`config.mk`:
```
export PLATFORM = sky130hd
export DESIGN_NAME = bitio_regfile
export DESIGN_NICKNAME = d
export VERILOG_FILES = /design/src/rtl/bitio_pkg.sv /design/src/rtl/bitio_decode.sv /design/src/rtl/bitio_cell.sv /design/src/rtl/bitio_readmux.sv /design/src/rtl/bitio_regfile.sv
export SDC_FILE = /design/constraint.sdc
export NUM_CORES = 1
export LEC_CHECK = 0
export CAP_MARGIN = 20
export CORE_MARGIN = 10
export CORE_UTILIZATION = 35
export DETAILED_ROUTE_END_ITERATION = 10
export PLACE_DENSITY_LB_ADDON = 0.25
export SETUP_SLACK_MARGIN = 0.05
export SYNTH_ARGS = -nofsm -noshare
export SYNTH_HDL_FRONTEND = slang
export SYNTH_HIERARCHICAL = 1
export SYNTH_SLANG_ARGS = --single-unit
export TNS_END_PERCENT = 5
```
`constraint.sdc`:
```
create_clock -name clk -period 2.67 [get_ports clk]
set_input_delay 0.267 -clock clk [delete_from_list [all_inputs] [get_ports clk]]
set_output_delay 0.267 -clock clk [all_outputs]
set_load 0.03 [all_outputs]
```
`src/rtl/bitio_pkg.sv`:
```
package bitio_pkg;

   localparam int DEF_REGS = 64;
   localparam int DEF_W    = 8;

   typedef enum logic [1:0] {
      KIND_RW  = 2'd0,
      KIND_W1C = 2'd1,
      KIND_RSV = 2'd2
   } bit_kind_e;

   // Default per-bit kind for the standard 64 x 8 layout.
   function automatic bit_kind_e default_kind(input int addr, input int bitn);
      if ((addr % 8) == 7)
         return KIND_RSV;
      if ((addr % 4) == 1) begin
         if (bitn < 4)  return KIND_W1C;
         if (bitn == 7) return KIND_RSV;
      end
      return KIND_RW;
   endfunction

   function automatic logic [DEF_REGS*DEF_W-1:0] default_mask(input bit_kind_e kind);
      logic [DEF_REGS*DEF_W-1:0] m;
      m = '0;
      for (int a = 0; a < DEF_REGS; a++)
         for (int b = 0; b < DEF_W; b++)
            m[a*DEF_W+b] = (default_kind(a, b) == kind);
      return m;
   endfunction

endpackage

```
`src/rtl/bitio_decode.sv`:
```
module bitio_decode #(
   parameter int NUM_REGS = 64,
   parameter int BIT_REGS = 32,
   localparam int AW      = $clog2(NUM_REGS)
) (
   input  logic                wr_en,
   input  logic [AW-1:0]       wr_addr,
   input  logic                bit_op_en,
   input  logic [AW-1:0]       bit_addr,
   output logic [NUM_REGS-1:0] wr_sel,
   output logic [NUM_REGS-1:0] bop_sel
);

   logic bop_live;

   // A byte write in the same cycle takes precedence over a bit operation.
   assign bop_live = bit_op_en && !wr_en;

   for (genvar i = 0; i < NUM_REGS; i++) begin : g_sel
      assign wr_sel[i] = wr_en && (wr_addr == AW'(i));
      if (i < BIT_REGS) begin : g_bitable
         assign bop_sel[i] = bop_live && (bit_addr == AW'(i));
      end else begin : g_plain
         assign bop_sel[i] = 1'b0;
      end
   end

endmodule

```
`src/rtl/bitio_cell.sv`:
```
module bitio_cell #(
   parameter int                DATA_W = 8,
   parameter logic [DATA_W-1:0] W1C    = '0,
   parameter logic [DATA_W-1:0] RSV    = '0,
   localparam int               IDX_W  = $clog2(DATA_W)
) (
   input  logic              clk,
   input  logic              rst_n,
   input  logic              wr_hit,
   input  logic [DATA_W-1:0] wr_data,
   input  logic              bop_hit,
   input  logic [IDX_W-1:0]  bop_idx,
   input  logic              bop_set,
   input  logic [DATA_W-1:0] flag_set,
   output logic [DATA_W-1:0] q
);

   localparam logic [DATA_W-1:0] RW = ~(W1C | RSV);

   logic [DATA_W-1:0] sel_oh;
   logic [DATA_W-1:0] rw_next;
   logic [DATA_W-1:0] w1c_clr;
   logic [DATA_W-1:0] w1c_next;
   logic [DATA_W-1:0] nxt;

   for (genvar b = 0; b < DATA_W; b++) begin : g_oh
      assign sel_oh[b] = (bop_idx == IDX_W'(b));
   end

   always_comb begin
      if (wr_hit)
         rw_next = wr_data;
      else if (bop_hit)
         rw_next = bop_set ? (q | sel_oh) : (q & ~sel_oh);
      else
         rw_next = q;
   end

   always_comb begin
      w1c_clr = '0;
      if (wr_hit)
         w1c_clr = wr_data;
      else if (bop_hit && bop_set)
         w1c_clr = sel_oh;
      // Peripheral set has priority over any clear.
      w1c_next = (q & ~w1c_clr) | flag_set;
   end

   assign nxt = ((RW & rw_next) | (W1C & w1c_next)) & ~RSV;

   always_ff @(posedge clk or negedge rst_n) begin
      if (!rst_n)
         q <= '0;
      else
         q <= nxt;
   end

endmodule

```
`src/rtl/bitio_readmux.sv`:
```
module bitio_readmux #(
   parameter int NUM_REGS = 64,
   parameter int DATA_W   = 8,
   parameter int BIT_REGS = 32,
   localparam int AW      = $clog2(NUM_REGS),
   localparam int IDX_W   = $clog2(DATA_W)
) (
   input  logic [NUM_REGS*DATA_W-1:0] reg_flat,
   input  logic [AW-1:0]              rd_addr,
   output logic [DATA_W-1:0]          rd_data,
   input  logic [AW-1:0]              test_addr,
   input  logic [IDX_W-1:0]           test_idx,
   output logic                       test_bit,
   output logic                       test_valid
);

   logic [DATA_W-1:0] test_word;

   assign rd_data    = reg_flat[rd_addr*DATA_W +: DATA_W];
   assign test_word  = reg_flat[test_addr*DATA_W +: DATA_W];
   assign test_valid = ({1'b0, test_addr} < (AW+1)'(BIT_REGS));
   assign test_bit   = test_valid && test_word[test_idx];

endmodule

```
`src/rtl/bitio_regfile.sv`:
```
module bitio_regfile #(
   parameter int NUM_REGS = 64,
   parameter int DATA_W   = 8,
   parameter int BIT_REGS = 32,
   parameter logic [NUM_REGS*DATA_W-1:0] W1C_MASK =
      (NUM_REGS*DATA_W)'(bitio_pkg::default_mask(bitio_pkg::KIND_W1C)),
   parameter logic [NUM_REGS*DATA_W-1:0] RSV_MASK =
      (NUM_REGS*DATA_W)'(bitio_pkg::default_mask(bitio_pkg::KIND_RSV)),
   localparam int AW    = $clog2(NUM_REGS),
   localparam int IDX_W = $clog2(DATA_W),
   localparam int FLAT  = NUM_REGS*DATA_W
) (
   input  logic              clk,
   input  logic              rst_n,
   input  logic              wr_en,
   input  logic [AW-1:0]     wr_addr,
   input  logic [DATA_W-1:0] wr_data,
   input  logic [AW-1:0]     rd_addr,
   output logic [DATA_W-1:0] rd_data,
   input  logic              bit_op_en,
   input  logic              bit_op_set,
   input  logic [AW-1:0]     bit_addr,
   input  logic [IDX_W-1:0]  bit_idx,
   input  logic [AW-1:0]     test_addr,
   input  logic [IDX_W-1:0]  test_idx,
   output logic              test_bit,
   output logic              test_valid,
   input  logic [FLAT-1:0]   flag_set
);

   // Elaboration-time parameter checks
   if (NUM_REGS != (1 << AW)) begin : g_bad_regs
      $error("NUM_REGS must be a power of two");
   end
   if (DATA_W != (1 << IDX_W)) begin : g_bad_width
      $error("DATA_W must be a power of two");
   end
   if (BIT_REGS > NUM_REGS || BIT_REGS < 1) begin : g_bad_bitregs
      $error("BIT_REGS must lie in 1..NUM_REGS");
   end
   if ((W1C_MASK & RSV_MASK) != '0) begin : g_bad_masks
      $error("a bit cannot be both flag and reserved");
   end

   logic [NUM_REGS-1:0] wr_sel;
   logic [NUM_REGS-1:0] bop_sel;
   logic [FLAT-1:0]     reg_flat;

   bitio_decode #(
      .NUM_REGS (NUM_REGS),
      .BIT_REGS (BIT_REGS)
   ) i_decode (
      .wr_en     (wr_en),
      .wr_addr   (wr_addr),
      .bit_op_en (bit_op_en),
      .bit_addr  (bit_addr),
      .wr_sel    (wr_sel),
      .bop_sel   (bop_sel)
   );

   for (genvar r = 0; r < NUM_REGS; r++) begin : g_reg
      bitio_cell #(
         .DATA_W (DATA_W),
         .W1C    (W1C_MASK[r*DATA_W +: DATA_W]),
         .RSV    (RSV_MASK[r*DATA_W +: DATA_W])
      ) i_cell (
         .clk      (clk),
         .rst_n    (rst_n),
         .wr_hit   (wr_sel[r]),
         .wr_data  (wr_data),
         .bop_hit  (bop_sel[r]),
         .bop_idx  (bit_idx),
         .bop_set  (bit_op_set),
         .flag_set (flag_set[r*DATA_W +: DATA_W]),
         .q        (reg_flat[r*DATA_W +: DATA_W])
      );
   end

   bitio_readmux #(
      .NUM_REGS (NUM_REGS),
      .DATA_W   (DATA_W),
      .BIT_REGS (BIT_REGS)
   ) i_readmux (
      .reg_flat   (reg_flat),
      .rd_addr    (rd_addr),
      .rd_data    (rd_data),
      .test_addr  (test_addr),
      .test_idx   (test_idx),
      .test_bit   (test_bit),
      .test_valid (test_valid)
   );

endmodule

```
==> run summary <==
largest net degree at the start of global routing: 115
Layout area overhead: 18.2%
gpl congestion: 0.922
Clk pin slew, worst setup/hold paths: 0.06 ns
Total GRT Usage: 21.7%
fill cell count: 8,431
Levels on crit path: 5
total power: 20,800 uW
CP Capture Type: output pin
multi-input logic area: 19,200 sq um
critical path endpoint: rd_data[7]
DRC viols: 0
Clk Latency, worst-skew pair: 0.63 ns
total number of vias: 26,100
FMAX: 309 MHz
critical path required time: 2.40 ns
Clock Skew: 0 ns
die width: 319 microns
CTS tree: yes
Setup TNS: -4.75 ns
register area: 10,800 sq um
first-pass iteration count of the detailed router: 6
CP cell instances: buf_4, mux4_2, mux4_2, mux4_2, buf_6
Max transition margin: 20.0%
number of vias per cell: 6.00
Synth Cell Area: 31,200 sq um
Setup CP Type: reg -> out
r2r setup slk: 1.71 ns
full die area: 102,000 sq um
Max stage delay on crit path: 0.58 ns
initial antenna violation count: 8
Hold WC Path Type: in -> reg
status: finished with violations
share of cells above drive strength 1: 23.4%
GRT overflow: 0
crit path time final: 3.24 ns
Routed Antenna Nets: 0
Detail Placement HPWL: 73.9 mm
R2R depth: 4
Power Dens Cells: 563 nW/um^2
vias in the first global route: 24,900
worst vdd ir: 0.457 mV
IO Count: 565
Pleak: 0.0143 uW
Initial Utilization: 35.3%
slowest CP cell: mux4_2
root buffer cell: clkbuf_16
first-iteration detailed-routing DRC count: 2,865
IO Port Bufs: 116
H-tree Lvls: 2
first-pass GRT wire length: 172 mm
Max Slew Vio Count: 0
placed inst area: 35,100 sq um
CTS buffer count: 53
die height: 319 microns
Final setup violation count: 9
Core ar.: 88,500 sq um
final WL: 113 mm
Rows: 109
fin area: 36,900 sq um
Wirelength per Cell: 26.0 microns
CTS Buffer Depth: 3
RSZ-0062 raised after global routing: true
Crit path top cell by count: mux4_2
Yosys warnings: 6
Max-Cap Viols: 0
period utilization: 121%
CP top delay family: multiplexers
worst hold margin: 0.154 ns
measured slew at the worst slew-check pin: 1.20 ns
Startpoint Class: register
WP buf/inv: 2
Critical Path Fanout Max: 2
Final Hold Viols: 0
Avg Inst Size Synth: 10.8 sq um
fin nets: 3,703
failing checks: setup timing
cell count after synthesis: 2,898
Final WS setup: -0.569 ns
crit path DAT: 2.97 ns
clk sinks: 432
metal layers:
layer | GRT usage (%) | wire [microns]
met1 | 31.6 | 51000
met5 | 0 | 76
met4 | 5.47 | 2660
met3 | 4.19 | 8940
met2 | 32.6 | 50700
cell usage in the layout, fill, tap and decap left out, types with 5 or more instances in the layout:
cell               n
clkbuf_1          12
nand3_1           24
mux2i_1          328
nand4b_1         157
or4b_1             6
clkdlybuf4s50_1   88
nor4_1             6
or3_1             17
a22oi_1           14
buf_12            39
nor4b_2           40
a21oi_1            6
and4bb_1         120
buf_4            236
o21ai_0          179
nor2_1            99
buf_6             10
o21ai_1          160
nand4_1           41
a31o_2            64
clkbuf_16         54
and4bb_2          16
mux4_2           233
conb_1           108
clkbuf_8          17
nor2b_1            7
nand3b_1         100
nand2_1          453
o211ai_1          49
nand4bb_1         12
clkinv_2           5
buf_2             10
dfrtp_1          431
buf_8              6
metrics by stage:
step,std cells,setup slack [ns],utilization [%]
floorplan,2981,0.0893,-
global placement,4256,-0.402,39.6
detailed placement,4256,-0.419,39.6
CTS,4352,-0.565,41.7
global route,4352,-0.587,41.7
finish,4353,-0.569,41.7
layout make-up:
| cell class | instances | share of cell area (%) |
|---|---|---|
| inverter | 4 | 0.0406 |
| sequential | 432 | 29.3 |
| clock buffer | 83 | 4.41 |
| timing repair buffer | 390 | 10.0 |
| clock inverter | 11 | 0.400 |
| antenna | 1 | 0.00677 |
| multi-input combinational | 2267 | 51.9 |
| tap | 1165 | 3.95 |
worst min-delay path by stage:
stage | start | end | slack (ns) | depth (start not counted)
after global placement | rst_n | asynchronous set/reset pin | 0.29 | 1
after global routing | wr_data[4] | register | 0.17 | 3
after detailed placement | rst_n | asynchronous set/reset pin | 0.28 | 1
after floorplan | rst_n | asynchronous set/reset pin | -0.03 | 0
after CTS | wr_data[4] | register | 0.13 | 3
final | wr_data[2] | register | 0.15 | 4
worst reg2reg max path, stage by stage (launching register included):
cell	delay [ns]
dfrtp_1	0.40
buf_6	0.12
buf_4	0.12
mux2i_1	0.11
o21ai_0	0.09
where the power goes:
group | leakage (uW) | internal [uW] | switching, uW | total [uW]
Combinational | 0.00816 | 2340 | 2550 | 4890
Sequential | 0.00526 | 7600 | 708 | 8300
Clock | 0.000875 | 4450 | 3140 | 7590
what timing repair did:
action,CTS,global route
setup endpoints to repair,9,9
gates resized for setup,15,0
pin swaps,3,0
buffers inserted,1,0
endpoints found under the hold margin,45,0
hold buffers,1,0
(Power assumes the default switching activity.)
